===== src/rtl/diag_plotter.sv =====
module plot_datapath #(
  parameter int X_W   = 8,
  parameter int Y_W   = 7,
  parameter int CLR_W = 120,
  parameter int CLR_H = 120,
  parameter int LN_Y0 = 100
) (
  input  logic           clk,
  input  logic           rst,
  input  logic           x_clr,
  input  logic           x_inc,
  input  logic           y_clr,
  input  logic           y_inc,
  input  logic           y_dec,
  input  logic           y_load,
  output logic [X_W-1:0] x,
  output logic [Y_W-1:0] y,
  output logic           x_last,
  output logic           y_last,
  output logic           x_hit_end
);
  localparam logic [X_W-1:0] X_LAST = X_W'(CLR_W - 1);
  localparam logic [Y_W-1:0] Y_LAST = Y_W'(CLR_H - 1);
  localparam logic [X_W-1:0] X_END  = X_W'(LN_Y0 + 1);
  localparam logic [Y_W-1:0] Y_INIT = Y_W'(LN_Y0);

  logic [X_W-1:0] x_q, x_plus;
  logic [Y_W-1:0] y_q, y_plus, y_minus;

  assign x_plus    = x_q + 1'b1;
  assign y_plus    = y_q + 1'b1;
  assign y_minus   = y_q - 1'b1;
  assign x_last    = (x_q == X_LAST);
  assign y_last    = (y_q == Y_LAST);
  assign x_hit_end = (x_plus == X_END);

  always_ff @(posedge clk) begin
    if (rst)        x_q <= '0;
    else if (x_clr) x_q <= '0;
    else if (x_inc) x_q <= x_plus;
  end

  always_ff @(posedge clk) begin
    if (rst)         y_q <= '0;
    else if (y_clr)  y_q <= '0;
    else if (y_load) y_q <= Y_INIT;
    else if (y_inc)  y_q <= y_plus;
    else if (y_dec)  y_q <= y_minus;
  end

  assign x = x_q;
  assign y = y_q;
endmodule

module plot_ctrl (
  input  logic       clk,
  input  logic       rst,
  input  logic       start,
  input  logic       x_last,
  input  logic       y_last,
  input  logic       x_hit_end,
  output logic       x_clr,
  output logic       x_inc,
  output logic       y_clr,
  output logic       y_inc,
  output logic       y_dec,
  output logic       y_load,
  output logic [2:0] colour,
  output logic       plot,
  output logic       done
);
  typedef enum logic [2:0] {S_IDLE, S_CLEAR, S_LINIT, S_LINE, S_DONE} st_t;
  st_t st, st_nx;

  always_ff @(posedge clk) begin
    if (rst) st <= S_IDLE;
    else     st <= st_nx;
  end

  always_comb begin
    st_nx  = st;
    x_clr  = 1'b0;
    x_inc  = 1'b0;
    y_clr  = 1'b0;
    y_inc  = 1'b0;
    y_dec  = 1'b0;
    y_load = 1'b0;
    unique case (st)
      S_IDLE, S_DONE: if (start) begin
        x_clr = 1'b1;
        y_clr = 1'b1;
        st_nx = S_CLEAR;
      end
      S_CLEAR: if (x_last) begin
        x_clr = 1'b1;
        if (y_last) st_nx = S_LINIT;
        else        y_inc = 1'b1;
      end else begin
        x_inc = 1'b1;
      end
      S_LINIT: begin
        x_clr  = 1'b1;
        y_load = 1'b1;
        st_nx  = S_LINE;
      end
      S_LINE: begin
        x_inc = 1'b1;
        if (x_hit_end) st_nx = S_DONE;
        else           y_dec = 1'b1;
      end
      default: st_nx = S_IDLE;
    endcase
  end

  assign plot   = (st == S_CLEAR) || (st == S_LINE);
  assign colour = {2'b00, st == S_LINE};
  assign done   = (st == S_DONE);
endmodule

module diag_plotter (
  input  logic       clk,
  input  logic       rst,
  input  logic       start,
  output logic [7:0] x,
  output logic [6:0] y,
  output logic [2:0] colour,
  output logic       plot,
  output logic       done
);
  logic x_clr, x_inc, y_clr, y_inc, y_dec, y_load;
  logic x_last, y_last, x_hit_end;

  plot_datapath #(.X_W(8), .Y_W(7), .CLR_W(120), .CLR_H(120), .LN_Y0(100)) u_dp (
    .clk(clk), .rst(rst),
    .x_clr(x_clr), .x_inc(x_inc),
    .y_clr(y_clr), .y_inc(y_inc), .y_dec(y_dec), .y_load(y_load),
    .x(x), .y(y),
    .x_last(x_last), .y_last(y_last), .x_hit_end(x_hit_end)
  );

  plot_ctrl u_ctrl (
    .clk(clk), .rst(rst), .start(start),
    .x_last(x_last), .y_last(y_last), .x_hit_end(x_hit_end),
    .x_clr(x_clr), .x_inc(x_inc),
    .y_clr(y_clr), .y_inc(y_inc), .y_dec(y_dec), .y_load(y_load),
    .colour(colour), .plot(plot), .done(done)
  );
endmodule


===== config.mk =====
export PLATFORM = sky130hd
export DESIGN_NAME = diag_plotter
export DESIGN_NICKNAME = d
export VERILOG_FILES = /design/src/rtl/diag_plotter.sv
export SDC_FILE = /design/constraint.sdc
export NUM_CORES = 1
export LEC_CHECK = 0
export ABC_AREA = 1
export BUFFER_PORTS_ARGS = -buffer_cell sky130_fd_sc_hd__buf_4
export CAP_MARGIN = 20
export CORE_AREA = 4 4 55 57
export CTS_BUF_LIST = sky130_fd_sc_hd__clkbuf_2 sky130_fd_sc_hd__clkbuf_4 sky130_fd_sc_hd__clkbuf_8
export CTS_CLUSTER_DIAMETER = 150
export CTS_CLUSTER_SIZE = 10
export DETAILED_ROUTE_END_ITERATION = 10
export DIE_AREA = 0 0 59 61
export PLACE_DENSITY = 0.75
export SYNTH_ARGS = -nofsm -noshare
export SYNTH_HDL_FRONTEND = slang
export SYNTH_SLANG_ARGS = --single-unit

===== constraint.sdc =====
create_clock -name clk -period 3.4 [get_ports clk]
set_input_delay 0.85 -clock clk [delete_from_list [all_inputs] [get_ports clk]]
set_output_delay 0.85 -clock clk [all_outputs]
set_load 0.02 [all_outputs]

==> metrics, run 1 <==
run status completed; number of flops mapped to enable cells by yosys 0; P per Cell Area 740 mW/mm^2; number of hold-repair buffers added at the cts stage 0; crit-path leading delay family simple AND/OR/NAND/NOR gates; CTS tree done; count of antenna diodes in the layout 0; critical path buffer and inverter count 2; Worst path slowest cell dfxtp_1; Avg Vias per Cell 5.31; post-synthesis xor/xnor area fraction 0.0198; count of synthesis-stage warnings from yosys 0; time the worst path needs with I/O delays and setup 2490 ps; antenna violations before repair 0; mux cell area share after synthesis 0; simple-gate portion of the synthesized area 0.380; Placeable Area 0.00248 sq mm; clk buf depth 2; Overflow after GRT 0; leading post-synthesis cells by cell area dfxtp_1 (27%), nand2_1 (11%), inv_1 (8.5%); share of Yosys cell area claimed by the top area cell type 0.271; number of global-route vias before repair 1205; clock buffer count from CTS 3; Synth Area in Compound Gates 0.131; sequential share of the synthesized area 0.271; Total Power 1.13 mW; delay of the slowest cell on the worst path 420 ps; estimated wirelength of the detail-placed design 2.52 mm; library cell used as clock root buffer clkbuf_4; post-cts repair resize count 0; count of buffers added by post-CTS timing repair for setup 0; Primary FF master, synth dfxtp_1; Fin Clk Skew 3.24 ps; Rows 18; type of element launching the critical path flip-flop; Die Area 0.00360 sq mm; max-slew violation count 0; FF+latch count, synth 18; Iter 0 DRT Violations 69; width of the die 59 microns; cell with the most instances after synthesis nand2_1; global-route wire length before repair 5.31 mm; ordered cell list for the critical path ha_1, nand2_1, inv_1, nand3_1, nor2_2, inv_1, ha_1, nand2_1, nor2_1, nand2_1, o211ai_1, nand3b_1, nand3_1, nor2_1, nor2_1; clock sink count 18; number of I/O pins 23; largest family of logic cells by synthesized area simple AND/OR/NAND/NOR gates; number of port buffers 20; Final Net Count 234; clock latency of the later-clocked register in the worst-skew pair 300 ps; global placement routability congestion 0.895; Adder-Cell Fraction of Synth Area 0.0811; Pleak 0.698 nW; area added between synthesis and finish 14.9%; total iterations of the first detailed-routing run 4; final worst path period share 0.732; total setup violations reported at the end of the flow 0; class of the tightest hold or removal check flip-flop to flip-flop; Worst VDD drop 0.560 mV; largest net degree at the start of global routing 11; largest area contributor in the netlist dfxtp_1; Clk pin slew, worst setup/hold paths 110 ps; async set or reset register ratio after synthesis 0; Vias 1337; largest driver fanout on the critical path 6; critical path data required time 3610 ps; Avg Synthesized Cell Area 6.60 sq um; final setup TNS 0 ps; H-tree levels 1; Crit. End Element flip-flop; number of failing hold endpoints at the final stage 0; Routed Antenna Nets 0; Die Height 61 microns; starting utilization of the core area 0.536; routed len/inst 12.2 microns; number of violations of the max-capacitance limit 0; setup slack of the worst register-to-register path 910 ps; setup repair after global routing missed its margin no; number of library cell types mapped by synthesis 31; summed instance area of the synthesized netlist 0.00133 sq mm; cells after synthesis 201; final WL 3.07 mm; Worst Path Class, Setup flip-flop to flip-flop; f_max 0.402 GHz; critical path arrival 2700 ps; most instantiated cells after synthesis nand2_1 (39), inv_1 (30), nor2_1 (27), dfxtp_1 (18), nand3_1 (15); share of cells above drive strength 1 0.198; number of remaining DRC errors 0; total routing resource utilization after global routing 0.193
==> final cells by class <==
| class | instances | area (sq um) |
|---|---|---|
| Sequential cell | 18 | 360 |
| Inverter | 32 | 121 |
| Timing Repair Buffer | 20 | 150 |
| Clock buffer | 4 | 36.3 |
| Tap cell | 30 | 37.5 |
| Fill cell | 249 | 952 |
| Multi-Input combinational cell | 148 | 820 |
==> per-layer routing <==
layer	track usage	wire length, microns	part of all wire
met1	0.247	1380	0.45
met2	0.330	1440	0.47
met3	0.0383	208	0.068
met4	0.0518	32	0.010
met5	0	0	0
==> through the flow <==
stage               hold slack (ps)   util  cell area (sq um)  instances  worst slack, ps
detailed placement              502  0.601               1490        248              923
global placement                490  0.601               1490        248             1070
CTS                             524  0.616               1530        252              911
global route                    574  0.616               1530        252              578
floorplan                       555      -               1330        202             1050
finish                          518  0.616               1530        252              912
==> report_power, final <==
part           switching [mW]  leakage (nW)  internal, mW  total, mW
Sequential             0.0768         0.147         0.271      0.347
Clock                  0.0700        0.0210        0.0654      0.135
Combinational           0.402         0.531         0.244      0.645
==> worst reg2reg max path, cell delays in order (launching register included) <==
cell and delay (ps):
dfxtp_1 420, ha_1 230, nand2_1 100, inv_1 110, nand3_1 130, nor2_2 200
inv_1 140, ha_1 400, nand2_1 90, nor2_1 100, nand2_1 50, o211ai_1 90
nand3b_1 130, nand3_1 80, nor2_1 90, nor2_1 40
==> registers in the layout, summed over array words and instances, names as in the netlist <==
| register | count |
|---|---|
| u_dp.x | 8 |
| u_dp.y | 7 |
| u_ctrl.st | 3 |
==> cells by family (layout without fill, tap and decap cells) <==
logic type                 Yosys count  after routing
AOI/OAI and AO/OA                   29             29
xor gates and xnor gates             3              3
adders and majority gates            8              8
buffers and inverters               36             56
DFF                                 18             18
other                                1              2
and+or+nand+nor                    106            106
==> placed cells by master, fill, tap and decap left out, types with 2 or more instances in the layout <==
| master | instances |
|---|---|
| nor2_2 | 5 |
| a311oi_1 | 2 |
| o21ai_0 | 4 |
| nand2_4 | 2 |
| nand3_2 | 3 |
| o21bai_1 | 2 |
| nor3_2 | 2 |
| xor2_1 | 3 |
| conb_1 | 2 |
| a21oi_1 | 10 |
| o21ai_1 | 5 |
| nor2_1 | 27 |
| nor3_1 | 4 |
| nand3_1 | 15 |
| nand4_1 | 4 |
| clkbuf_4 | 3 |
| ha_1 | 7 |
| nand2_2 | 4 |
| buf_4 | 20 |
| dfxtp_1 | 18 |
| inv_1 | 30 |
| nand2_1 | 39 |
==> final timing paths <==
| path | start | end | depth (start not counted) |
|---|---|---|---|
| hold reg to reg | u_dp.x[0] | u_dp.x[0] | 1 |
| setup / recovery | u_dp.x[0] | u_dp.y[6] | 15 |
| setup reg to reg | u_dp.x[0] | u_dp.y[6] | 15 |
| hold / removal | u_dp.x[0] | u_dp.x[0] | 1 |
(Power assumes the default switching activity.)
==> run 2: changes to the inputs <==
--- a/config.mk
+++ b/config.mk
@@ -8,12 +8,12 @@
 export ABC_AREA = 1
 export BUFFER_PORTS_ARGS = -buffer_cell sky130_fd_sc_hd__buf_4
 export CAP_MARGIN = 20
-export CORE_AREA = 4 4 55 57
+export CORE_AREA = 4 4 56 58
 export CTS_BUF_LIST = sky130_fd_sc_hd__clkbuf_2 sky130_fd_sc_hd__clkbuf_4 sky130_fd_sc_hd__clkbuf_8
 export CTS_CLUSTER_DIAMETER = 150
 export CTS_CLUSTER_SIZE = 10
 export DETAILED_ROUTE_END_ITERATION = 10
-export DIE_AREA = 0 0 59 61
+export DIE_AREA = 0 0 60 62
 export PLACE_DENSITY = 0.75
 export SYNTH_ARGS = -nofsm -noshare
 export SYNTH_HDL_FRONTEND = slang
==> constraint.sdc (replaced) <==
create_clock -name clk -period 2.2 [get_ports clk]
set_input_delay 0.55 -clock clk [delete_from_list [all_inputs] [get_ports clk]]
set_output_delay 0.55 -clock clk [all_outputs]
set_load 0.02 [all_outputs]
==> run 2 against run 1 <==
  * Non-clock buffer count increased by 24
  * Global-route usage decreased by 0.27 points
  * Sequential power increased by 41%
  * Critical path type unchanged
  * Largest power group unchanged
==> metrics, run 2 (synthesis results as in run 1) <==
Clk pin slew, worst setup/hold paths 100 ps (was 110 ps); internal power component 1.04 mW (was 0.580 mW); area added between synthesis and finish 38.1% (was 14.9%); Overflow after GRT 0 (unchanged); clk buf depth 2 (unchanged); Rows 19 (was 18); number of fill cells in the layout 236 (was 249); number of hold-repair buffers added at the cts stage 0 (unchanged); area used by multi-input combinational logic 946 sq um (was 820 sq um); type of element launching the critical path flip-flop (unchanged); Net Switching 0.924 mW (was 0.548 mW); number of failing hold endpoints at the final stage 0 (unchanged); Fin Clk Skew 1.03 ps (was 3.24 ps); Routed Antenna Nets 0 (unchanged); final setup TNS 0 ps (unchanged); P per Cell Area 1070 mW/mm^2 (was 740 mW/mm^2); number of remaining DRC errors 0 (unchanged); class of the tightest hold or removal check input port to flip-flop (was flip-flop to flip-flop); run status completed (unchanged); setup repair after global routing missed its margin yes (was no); leading cell types in the layout, fill and taps excluded buf_4 (44), nand2_1 (36), nor2_1 (27), inv_1 (26), nand3_1 (14) (was nand2_1 (39), inv_1 (30), nor2_1 (27), buf_4 (20), dfxtp_1 (18)); antenna violations before repair 0 (unchanged); Total Power 1.96 mW (was 1.13 mW); Die Area 0.00372 sq mm (was 0.00360 sq mm); number of violations of the max-capacitance limit 0 (unchanged); critical path arrival 2310 ps (was 2700 ps); critical path data required time 2390 ps (was 3610 ps); relative contribution of sequential cells to total power 0.250 (was 0.308); H-tree levels 1 (unchanged); leading cell type in the layout, fill and taps excluded buf_4 (was nand2_1); share of total power in the clock network 0.085 (was 0.120); sequential cell area 367 sq um (was 360 sq um); final WL 3.37 mm (was 3.07 mm); total setup violations reported at the end of the flow 0 (unchanged); total routing resource utilization after global routing 0.190 (was 0.193); global-route wire length before repair 5.39 mm (was 5.31 mm); clock buffer count from CTS 3 (unchanged); proportion of total power due to net switching 0.471 (was 0.486); max-slew violation count 0 (unchanged); global placement routability congestion 0.979 (was 0.895); Final Net Count 258 (was 234); worst hold slack 506 ps (was 518 ps); Worst Path Class, Setup flip-flop to flip-flop (unchanged); estimated wirelength of the detail-placed design 2.46 mm (was 2.52 mm); time the worst path needs with I/O delays and setup 2120 ps (was 2490 ps); count of antenna diodes in the layout 0 (unchanged); share of cells above drive strength 1 0.363 (was 0.198); Worst VDD drop 0.771 mV (was 0.560 mV); starting utilization of the core area 0.499 (was 0.536); share of power burned in combinational logic 0.665 (was 0.572); number of global-route vias before repair 1251 (was 1205); largest driver fanout on the critical path 5 (was 6); final worst path period share 0.965 (was 0.732); total iterations of the first detailed-routing run 4 (unchanged); clock sink count 18 (unchanged); CTS tree done (unchanged); largest net degree at the start of global routing 11 (unchanged); clock latency of the later-clocked register in the worst-skew pair 290 ps (was 300 ps); f_max 0.471 GHz (was 0.402 GHz); Placeable Area 0.00266 sq mm (was 0.00248 sq mm); routed len/inst 12.2 microns (about the same); width of the die 60 microns (was 59 microns); Crit. End Element flip-flop (unchanged); Die Height 62 microns (was 61 microns); Vias 1374 (was 1337); number of I/O pins 23 (unchanged); number of port buffers 20 (unchanged); Iter 0 DRT Violations 66 (was 69); Final Core Density 0.688 (was 0.616); flip-flop count of the largest register, all copies and words added 8 (unchanged); library cell used as clock root buffer clkbuf_4 (unchanged); Avg Vias per Cell 4.98 (was 5.31); Pleak 0.818 nW (was 0.698 nW)
==> run 2: changes by cell type in the layout (fill, tap and decap cells not counted), moves of 4 or more <==
| cell | change |
|---|---|
| ha_4 | +5 |
| dfxtp_1 | -5 |
| inv_1 | -4 |
| dfxtp_2 | +5 |
| buf_4 | +24 |
| ha_1 | -5 |
==> run 2: power by group through the flow <==
| stage | registers, mW | clock network [mW] | logic [mW] |
|---|---|---|---|
| finish | 0.491 | 0.166 | 1.31 |
| floorplan | 0.607 | 0 | 0.672 |
| global placement | 0.480 | 0 | 1.17 |
| global route | 0.505 | 0.193 | 1.45 |
| detailed placement | 0.483 | 0 | 1.18 |
| CTS | 0.475 | 0.171 | 1.21 |
==> run 2: final timing paths <==
| kind | start | to | slack [ps] | depth (start not counted) |
|---|---|---|---|---|
| setup / recovery | u_dp.x[1] | u_dp.y[6] | 80 | 15 |
| hold / removal | rst | u_ctrl.st[0] | 510 | 4 |
| setup reg to reg | u_dp.x[1] | u_dp.y[6] | 80 | 15 |
| hold reg to reg | u_dp.x[6] | u_dp.x[6] | 530 | 2 |
==> run 2: metrics by stage <==
| step | worst slack (ps) | area, sq um | cells |
|---|---|---|---|
| 6_report | 77.1 | 1830 | 276 |
| 5_1_grt | -38.0 | 1830 | 276 |
| 4_1_cts | 10.8 | 1700 | 269 |
| 3_5_place_dp | -32.5 | 1650 | 266 |
| 3_3_place_gp | 30.3 | 1650 | 266 |
| 2_1_floorplan | 10.9 | 1360 | 202 |
==> run 2: routing by layer <==
layer | vias to the layer above | wire length, microns | global-route usage | share of wire
met4 | 0 | 21 | 0.0696 | 0.0062
met1 | 613 | 1560 | 0.238 | 0.46
met2 | 22 | 1690 | 0.329 | 0.50
met3 | 2 | 103 | 0.0310 | 0.031
met5 | - | 0 | 0 | 0
li1 | 737 | - | - | -
==> run 2: layout make-up <==
cell class | instances | area share
Clock buffer | 3 | 0.0123
Inverter | 32 | 0.0703
Multi-Input combinational cell | 148 | 0.516
Sequential cell | 18 | 0.200
Tap cell | 31 | 0.0212
Timing Repair Buffer | 44 | 0.180
==> run 2: what timing repair did <==
action	4_1_cts	5_1_grt
gates resized for setup	4	22
setup endpoints to repair	1	4
buffers inserted	0	7
gates cloned	0	0
pin swaps	1	10
==> run 2: worst max-delay path: stages (launching register included) <==
cell      delay [ps]
dfxtp_2          370
ha_4             140
nand2_2           70
inv_2            100
nand3_4          100
nor2_4           130
clkinv_4         120
ha_4             300
nand2_2           60
nor2_1            90
nand2_1           60
o211ai_1         110
nand3b_1         140
nand3_1           60
nor2_1           130
nor2_1            50
